<file path="src/rtl/irq_chain_pkg.sv">
package irq_chain_pkg;
  localparam int unsigned DEF_ID_W  = 16;
  localparam int unsigned DEF_NODES = 4;

  typedef struct packed {
    logic pend;
    logic insvc;
  } link_state_t;
endpackage

</file>
<file path="src/rtl/prio_link.sv">
module prio_link
  import irq_chain_pkg::*;
#(
  parameter int unsigned ID_W = DEF_ID_W,
  parameter logic [ID_W-1:0] NODE_ID = '0
) (
  input  logic            clk,
  input  logic            rst,
  input  logic            raise,
  input  logic            ack_up,
  output logic            ack_dn,
  input  logic            end_up,
  output logic            end_dn,
  input  logic            irq_from_dn,
  output logic            irq_up,
  output logic            grant,
  output logic            pend_o,
  output logic            insvc_o,
  output logic [ID_W-1:0] vec_q,
  output logic            vld_q
);
  link_state_t st;
  logic        end_hit;

  assign grant   = ack_up & st.pend & ~st.insvc;
  assign end_hit = end_up & st.insvc;
  assign ack_dn  = ack_up & ~(st.pend | st.insvc);
  assign end_dn  = end_up & ~st.insvc;
  assign irq_up  = st.pend | irq_from_dn;
  assign pend_o  = st.pend;
  assign insvc_o = st.insvc;

  always_ff @(posedge clk) begin
    if (rst) begin
      st    <= '0;
      vec_q <= '0;
      vld_q <= 1'b0;
    end else begin
      st.pend  <= (st.pend & ~grant) | raise;
      st.insvc <= (st.insvc & ~end_hit) | grant;
      vec_q    <= grant ? NODE_ID : '0;
      vld_q    <= grant;
    end
  end
endmodule

</file>
<file path="src/rtl/vec_merge.sv">
module vec_merge #(
  parameter int unsigned N = 4,
  parameter int unsigned W = 16
) (
  input  logic [N-1:0]   vld_in,
  input  logic [N*W-1:0] data_in,
  output logic           vld_out,
  output logic [W-1:0]   data_out
);
  logic [W-1:0] acc [N+1];
  assign acc[0] = '0;
  for (genvar k = 0; k < N; k++) begin : g_or
    assign acc[k+1] = acc[k] | data_in[k*W +: W];
  end
  assign data_out = acc[N];
  assign vld_out  = |vld_in;
endmodule

</file>
<file path="src/rtl/irq_daisy_chain.sv">
module irq_daisy_chain
  import irq_chain_pkg::*;
#(
  parameter int unsigned N_NODES = DEF_NODES,
  parameter int unsigned ID_W    = DEF_ID_W,
  parameter logic [ID_W-1:0] ID_BASE = 16'hA500
) (
  input  logic               clk,
  input  logic               rst,
  input  logic [N_NODES-1:0] dev_raise,
  input  logic               cpu_ack,
  input  logic               cpu_end,
  output logic               cpu_irq,
  output logic [ID_W-1:0]    vec_data,
  output logic               vec_valid
);
  localparam int unsigned BUS_W = N_NODES * ID_W;

  logic [N_NODES:0]   ack_c, end_c, irq_c;
  logic [N_NODES-1:0] grant_v, pend_v, svc_v, vld_v;
  logic [BUS_W-1:0]   vec_bus;

  assign ack_c[0]       = cpu_ack;
  assign end_c[0]       = cpu_end;
  assign irq_c[N_NODES] = 1'b0;
  assign cpu_irq        = irq_c[0];

  for (genvar k = 0; k < N_NODES; k++) begin : g_link
    localparam logic [ID_W-1:0] LINK_ID = ID_BASE + ID_W'(k);
    prio_link #(.ID_W(ID_W), .NODE_ID(LINK_ID)) u_link (
      .clk        (clk),
      .rst        (rst),
      .raise      (dev_raise[k]),
      .ack_up     (ack_c[k]),
      .ack_dn     (ack_c[k+1]),
      .end_up     (end_c[k]),
      .end_dn     (end_c[k+1]),
      .irq_from_dn(irq_c[k+1]),
      .irq_up     (irq_c[k]),
      .grant      (grant_v[k]),
      .pend_o     (pend_v[k]),
      .insvc_o    (svc_v[k]),
      .vec_q      (vec_bus[k*ID_W +: ID_W]),
      .vld_q      (vld_v[k])
    );
  end

  vec_merge #(.N(N_NODES), .W(ID_W)) u_merge (
    .vld_in  (vld_v),
    .data_in (vec_bus),
    .vld_out (vec_valid),
    .data_out(vec_data)
  );
endmodule

</file>
<file path="config.mk">
export PLATFORM = sky130hd
export DESIGN_NAME = irq_daisy_chain
export DESIGN_NICKNAME = d
export VERILOG_FILES = /design/src/rtl/irq_chain_pkg.sv /design/src/rtl/prio_link.sv /design/src/rtl/vec_merge.sv /design/src/rtl/irq_daisy_chain.sv
export SDC_FILE = /design/constraint.sdc
export NUM_CORES = 1
export LEC_CHECK = 0
export BUFFER_PORTS_ARGS = -buffer_cell sky130_fd_sc_hd__buf_2
export CELL_PAD_IN_SITES_DETAIL_PLACEMENT = 1
export CELL_PAD_IN_SITES_GLOBAL_PLACEMENT = 2
export CORE_MARGIN = 3
export CORE_UTILIZATION = 22
export DETAILED_ROUTE_END_ITERATION = 8
export PLACE_DENSITY = 0.77
export SLEW_MARGIN = 10
export SYNTH_ARGS = -nofsm -noshare
export SYNTH_HDL_FRONTEND = slang
export SYNTH_SLANG_ARGS = --single-unit
</file>
<file path="constraint.sdc">
create_clock -name clk -period 1.05 [get_ports clk]
set_input_delay 0 -clock clk [delete_from_list [all_inputs] [get_ports clk]]
set_output_delay 0 -clock clk [all_outputs]
set_load 0.02 [all_outputs]
</file>
==> parameters.txt, run 1 <==
Parameter                              Value

Yosys
  Synth top area share    40.8%
  Cell with the most instances after synthesis    sky130_fd_sc_hd__buf_4
  Synth top cells by count    13 x sky130_fd_sc_hd__buf_4, 12 x sky130_fd_sc_hd__dfxtp_1, 7 x sky130_fd_sc_hd__nor2_1, 4 x sky130_fd_sc_hd__a21oi_1, 4 x sky130_fd_sc_hd__nand2_1
  Count of warnings emitted by yosys    0
  Proportion of synthesized chip area in sequential cells    40.8%
  Mean Syn Cell Area    9.07 sq um
  Synthesis-stage register bit count    12
  Synthesized netlist cell count    65
  Fraction of registers with async set/reset    0%
  Post-synth EDFFs    0
  Most area-consuming cells after synthesis    sky130_fd_sc_hd__dfxtp_1 41%, sky130_fd_sc_hd__buf_4 17%, sky130_fd_sc_hd__o21ba_1 5.1%
  Number of different library cells in the post-synthesis netlist    25
  Netlist area before placement    589 sq um
  Most used flip-flop cell after synthesis    sky130_fd_sc_hd__dfxtp_1
  Cell type with the largest total area after synthesis    sky130_fd_sc_hd__dfxtp_1

Global routing
  Initial antenna violation count    0
  Wire length of the first global-routing pass    1860 um
  Vias in the first global route    440
  Largest net degree at the start of global routing    13
  Overall global routing resource usage    7.51%
  Total congestion overflow    0

Finish
  Finished Cell Area    785 sq um
  Layout cell share with drive strength beyond 1    41.2%
  Nets    94
  Area taken by multi-input logic gates    322 sq um
  Number of antenna cells inserted    0
  Filler instances    302
  Area Overhead vs Synth    33.1%
  Area used by sequential logic in the layout    249 sq um

Power and ir drop
  Power density of the placed cells    1390 nW/um^2
  Peak VDD IR    0.448 mV
  Final total power    1.09 mW
  Leakage Power    0.377 nW

Run status
  Status    finished, violations left
  Violations in the final reports    negative setup slack

STA
  Max Transition Viols Final    0
  RSZ-0062 raised after global routing    true
  Count of endpoints failing hold in the final timing report    0
  Post-route worst setup slack    -0.282 ns
  Period Utilization, post-route    127%
  Final sum of negative setup slack    -1.62 ns
  Upper clock frequency limit    0.751 GHz
  Final hold slack    0.0367 ns
  Min cycle time layout    1.33 ns
  Skew final    0.00334 ns
  Count of endpoints failing setup in the final report    10

Run
  Max-cap violations    0

Die
  Count of boundary I/O pins    26
  Die height    57.8 um
  Initial Util    23.4%
  Die Wd    57.8 um
  FP Rows    18
  Core footprint    2520 sq um
  Total die area    3340 sq um

Setup path
  Startpoint type of the worst setup path    flop
  Kind of capture point of the worst setup path    primary output
  Data arrival time at the worst-slack endpoint    1.33 ns
  Worst EP required    1.05 ns
  Classification of the worst setup path    flop to primary output
  Crit-path max FO    4
  Worst reg-to-reg path cell count    3

Clock network
  H-tree levels    1
  Worst skew pair latency    0.27 ns
  TritonCTS buffer count    3
  Sinks on the clock net    12
  Clock-pin transition on the worst setup and hold timing paths    0.07 ns
  Post-CTS setup-driven buffer insertion count    0
  Master cell of the clock root buffer    sky130_fd_sc_hd__clkbuf_4
  TritonCTS clock tree    done
  Largest buffer count on any clock path    2

Routing
  Number of iterations in the first detailed-routing pass    3
  Overall routed net length    1210 um
  Post-detailed-route count of antenna-violating nets    0
  Initial detailed-routing violation count    8
  Total number of vias    489
  Avg Vias per Cell    4.25
  Routed wirelength normalized by instance count    10.5 um
  Detailed-route DRC error count    0

Worst hold path
  Hold path depth    2
  Worst hold path class    primary input to flop

Place
  Input/output buffers    15
  Detailed placer's ending HPWL    887 um
  Routability-driven placement congestion ratio    0.742
  Total cell area at the placement stage    659 sq um
## routing by layer
metal	global-route usage (%)	vias to the layer above	part of all wire (%)
li1	-	238	-
met2	13.5	20	56
met3	1.34	4	7.6
met5	0	-	0
met1	7.06	227	34
met4	6.95	0	2.5
## critical path, cell delays in order (launching register included)
cell                      delay, ns
sky130_fd_sc_hd__dfxtp_1       0.31
sky130_fd_sc_hd__or2_4         0.24
sky130_fd_sc_hd__or3_4         0.34
sky130_fd_sc_hd__buf_2         0.17
## where the power goes
group	switching (mW)	total [mW]	internal, mW
Clock	0.152	0.363	0.211
Sequential	0.0282	0.505	0.477
Combinational	0.130	0.225	0.0954
## state kept, by name (all words and copies together), names as in the netlist
signal	flops
g_link.u_link.vec_q	4
g_link.u_link.pend_o	4
g_link.u_link.insvc_o	4
## cells by family (layout without fill, tap and decap cells)
| family | count (synthesis) | in the layout | share of synthesized area, % |
|---|---|---|---|
| DFF | 12 | 12 | 40.8 |
| AOI/OAI and AO/OA | 12 | 12 | 14.2 |
| and+or+nand+nor | 25 | 25 | 26.5 |
| other | 1 | 10 | 0.636 |
| buffers and inverters | 15 | 26 | 17.8 |
## layout make-up
type | instances | area share [%]
repair buffers | 21 | 17.4
well taps | 30 | 4.78
multi-input cells | 47 | 41.0
flip-flops and latches | 12 | 31.7
inverters | 1 | 0.478
clock buffers | 4 | 4.63
## cells in the final DEF (no fill, tap or decap), types with 2 or more instances in the layout
cell	Yosys	layout
sky130_fd_sc_hd__nor4b_4	1	2
sky130_fd_sc_hd__a21oi_1	4	3
sky130_fd_sc_hd__buf_4	13	2
sky130_fd_sc_hd__clkbuf_4	0	3
sky130_fd_sc_hd__dlygate4sd3_1	0	4
sky130_fd_sc_hd__nand2_1	4	4
sky130_fd_sc_hd__conb_1	1	10
sky130_fd_sc_hd__dfxtp_2	0	4
sky130_fd_sc_hd__buf_2	0	14
sky130_fd_sc_hd__nand2b_1	2	2
sky130_fd_sc_hd__dfxtp_1	12	7
sky130_fd_sc_hd__nor2_1	7	6
sky130_fd_sc_hd__o21ba_1	3	3
## path summary, 6_finish.rpt
| check | from | to | slack (ns) |
|---|---|---|---|
| max | g_link[3].u_link.vec_q[13] | vec_data[13] | -0.28 |
| min | rst | g_link[1].u_link.insvc_o | 0.04 |
| max reg2reg | g_link[1].u_link.insvc_o | g_link[3].u_link.pend_o | -0.09 |
| min reg2reg | g_link[3].u_link.insvc_o | g_link[3].u_link.vec_q[13] | 0.50 |
## per-stage QoR
step,util [%],setup WS [ns],instances
floorplan,-,-0.0710,74
global placement,26.1,-0.0387,107
detailed placement,26.1,-0.0676,107
CTS,29.6,-0.306,115
global route,31.1,-0.336,115
finish,31.1,-0.282,115
## timing repair
item | CTS | global route
hold buffers | 4 | 0
pin swaps | 5 | 4
endpoints found under the hold margin | 4 | 0
endpoints found under the setup margin | 13 | 16
gates resized for setup | 3 | 10
No activity file was read; power rests on OpenSTA's default activity.
==> run 2: changes to the inputs <==
Settings changed: ABC_AREA set to 1, CORE_UTILIZATION 22 to 20, PLACE_DENSITY 0.77 to 0.75.
==> parameters.txt, run 2 <==
Parameter                              Value

Worst hold path
  Worst hold path class    primary input to flop

Setup path
  Launch point of the worst reg-to-reg path    g_link[2].u_link.insvc_o
  Timing endpoint of the critical path    vec_data[15]
  Startpoint type of the worst setup path    flop
  Cells along the critical path    or2_4, or3_4, buf_2
  FF-to-FF End    g_link[3].u_link.pend_o
  Data arrival time at the worst-slack endpoint    1.33 ns (about the same)
  Worst reg-to-reg path cell count    5 (+2)
  Classification of the worst setup path    flop to primary output
  Worst reg-to-reg setup slack    0.05 ns (+0.14 ns)
  Max incr delay on CP    0.34 ns (about the same)
  Worst EP required    1.05 ns (about the same)
  Kind of capture point of the worst setup path    primary output
  Crit-path max FO    4 (unchanged)
  Slowest CP cell    sky130_fd_sc_hd__or3_4
  Launch point of the worst path    g_link[3].u_link.vec_q[13]

Yosys
  Largest family of logic cells by synthesized area    simple AND/OR/NAND/NOR gates
  Most area-consuming cells after synthesis    sky130_fd_sc_hd__dfxtp_1 43%, sky130_fd_sc_hd__buf_4 17%, sky130_fd_sc_hd__a21oi_1 7.1%
  Cell with the most instances after synthesis    sky130_fd_sc_hd__buf_4
  Number of different library cells in the post-synthesis netlist    17 (-32%)
  Cell type with the largest total area after synthesis    sky130_fd_sc_hd__dfxtp_1
  Most used flip-flop cell after synthesis    sky130_fd_sc_hd__dfxtp_1
  Count of warnings emitted by yosys    0 (unchanged)
  Synthesized netlist cell count    73 (+12%)
  Synthesis-stage register bit count    12 (unchanged)
  Synth top area share    42.9% (+2.1 points)
  Post-synthesis share of cell area spent on full adders, half adders and majority gates    0% (unchanged)
  Fraction of registers with async set/reset    0% (unchanged)
  Synth top cells by count    13 x sky130_fd_sc_hd__buf_4, 12 x sky130_fd_sc_hd__dfxtp_1, 10 x sky130_fd_sc_hd__nand2_1, 9 x sky130_fd_sc_hd__nor2_1, 8 x sky130_fd_sc_hd__a21oi_1
  Share of cell area taken by muxes after synthesis    0% (unchanged)
  Xor and xnor area share after synthesis    0% (unchanged)
  Synth Area in Compound Gates    8.04% (-6.2 points)
  Mean Syn Cell Area    7.68 sq um (-15%)
  Post-synth EDFFs    0 (unchanged)
  Synth Area in Simple Gates    26.3% (-0.20 points)
  Proportion of synthesized chip area in sequential cells    42.9% (+2.1 points)
  Netlist area before placement    561 sq um (-4.9%)

STA
  Final sum of negative setup slack    -1.32 ns (+0.297 ns)
  Skew final    0.00273 ns (-0.000612 ns)
  RSZ-0062 raised after global routing    true
  Count of endpoints failing setup in the final report    5 (-5)
  Period Utilization, post-route    126% (-0.66 points)
  Final hold slack    0.0245 ns (-0.0122 ns)
  Min cycle time layout    1.33 ns (-0.00694 ns)
  Upper clock frequency limit    0.755 GHz (+0.52%)
  Count of endpoints failing hold in the final timing report    0 (unchanged)
  Max Transition Viols Final    0 (unchanged)
  Post-route worst setup slack    -0.275 ns (+0.00694 ns)

Finish
  Area Overhead vs Synth    28.1%
  Number of cells in the finished layout apart from fillers    122 (+6.1%)
  Number of antenna cells inserted    0 (unchanged)
  Commonest non-fill, non-tap cell in the layout    sky130_fd_sc_hd__buf_2
  Commonest cells after routing, fill and taps aside    13 x sky130_fd_sc_hd__buf_2, 10 x sky130_fd_sc_hd__conb_1, 9 x sky130_fd_sc_hd__dfxtp_1, 8 x sky130_fd_sc_hd__nand2_1, 8 x sky130_fd_sc_hd__nor2_1
  Final standard cell utilization of the core    28.0% (-3.1 points)
  Nets    102 (+8.5%)
  Layout cell share with drive strength beyond 1    34.8% (-6.4 points)

Run status
  Status    finished, violations left
  Violations in the final reports    negative setup slack

Global routing
  Overall global routing resource usage    7.15% (-0.36 points)
  Vias in the first global route    420 (-4.5%)
  Total congestion overflow    0 (unchanged)
  Largest net degree at the start of global routing    13 (unchanged)
  Wire length of the first global-routing pass    1770 um (-4.8%)
  Initial antenna violation count    0 (unchanged)

Power and ir drop
  Leakage Power    0.350 nW (-7.3%)
  Peak VDD IR    0.568 mV (+27%)
  Final total power    0.978 mW (-11%)
  Power density of the placed cells    1360 nW/um^2 (-2.2%)

Routing
  Number of iterations in the first detailed-routing pass    1 (-2)
  Post-detailed-route count of antenna-violating nets    0 (unchanged)
  Total number of vias    470 (-3.9%)
  Detailed-route DRC error count    0 (unchanged)
  Initial detailed-routing violation count    0 (-8)
  Routed wirelength normalized by instance count    9.02 um (-14%)
  Avg Vias per Cell    3.85 (-9.4%)
  Overall routed net length    1100 um (-9.1%)

Clock network
  Largest buffer count on any clock path    2 (unchanged)
  Sinks on the clock net    12 (unchanged)
  Master cell of the clock root buffer    sky130_fd_sc_hd__clkbuf_4
  H-tree levels    1 (unchanged)
  TritonCTS clock tree    done
  TritonCTS buffer count    3 (unchanged)
  Worst skew pair latency    0.27 ns (about the same)
  Clock-pin transition on the worst setup and hold timing paths    0.07 ns (about the same)

Die
  FP Rows    18 (unchanged)
  Initial Util    21.8% (-1.5 points)
  Core footprint    2570 sq um (+1.8%)
  Die Wd    58.9 um (+2.1%)
  Die height    58.9 um (+2.1%)
  Count of boundary I/O pins    26 (unchanged)
  Total die area    3470 sq um (+4.1%)

Place
  Routability-driven placement congestion ratio    0.645 (-13%)
  Instance count after placement with tap cells included    113 (+5.6%)
  Input/output buffers    15 (unchanged)
  Detailed placer's ending HPWL    864 um (-2.7%)

Run
  Max-cap violations    0 (unchanged)
[run 2: cell types whose count changed after synthesis, sizes merged, moves of 2 or more]
cell	before	now
inv	1	6
o21ba	3	0
nor4b	2	0
a21oi	4	8
nand2b	2	0
or2	2	4
nand3	1	3
nor2	7	11
nand2	4	10
[run 2: layer usage]
layer	wire [um]	part of all wire, %	up-vias	track usage, %
met5	0	0	-	0
met2	541	49	20	12.1
met4	10	0.91	0	1.94
met1	441	40	202	7.22
met3	107	9.7	3	4.61
li1	-	-	245	-
[run 2: repair_timing]
item	in CTS	in global routing
hold endpoints to repair	4	0
hold buffers	4	0
buffers inserted	0	2
endpoints found under the setup margin	5	11
pin swaps	0	3
gates resized for setup	0	11
[run 2: cell families after synthesis]
family | Yosys count
compound gates | 9
buf+inv | 20
flops | 12
other cells | 1
simple gates | 31
[run 2: stage by stage]
stage | area, sq um | worst slack (ns)
2_1_floorplan | 602 | -0.0707
3_3_place_gp | 613 | 0.0303
3_5_place_dp | 613 | 0.0101
4_1_cts | 676 | -0.286
5_1_grt | 718 | -0.327
6_report | 718 | -0.275
[run 2: worst min path at each step]
| stage | from | slack, ns | end | depth (start not counted) |
|---|---|---|---|---|
| finish | cpu_end | 0.02 | g_link[1].u_link.insvc_o | 4 |
| global route | rst | 0.04 | g_link[3].u_link.pend_o | 2 |
| CTS | cpu_end | 0.02 | g_link[1].u_link.insvc_o | 4 |
| detailed placement | dev_raise[1] | 0.22 | g_link[1].u_link.pend_o | 3 |
| global placement | dev_raise[1] | 0.21 | g_link[1].u_link.pend_o | 3 |
| floorplan | rst | 0.07 | g_link[3].u_link.insvc_o | 1 |
[run 2: critical path: cells and delay by family (launching register included)]
family / cells / cell delay, ns
and+or+nand+nor: 2 / 0.58
DFF: 1 / 0.31
buffers and inverters: 1 / 0.17
[run 2: where the power goes]
part	internal, mW	switching, mW	total [mW]
Combinational	0.0814	0.132	0.213
Clock	0.133	0.138	0.271
Sequential	0.478	0.0158	0.494
[run 2: cell type report]
type	count	area, sq um
timing repair buffer	21	143
tap	30	37.5
fill	329	1850
inverter	6	22.5
multi-input combinational	50	249
clock buffer	3	22.5
sequential	12	244
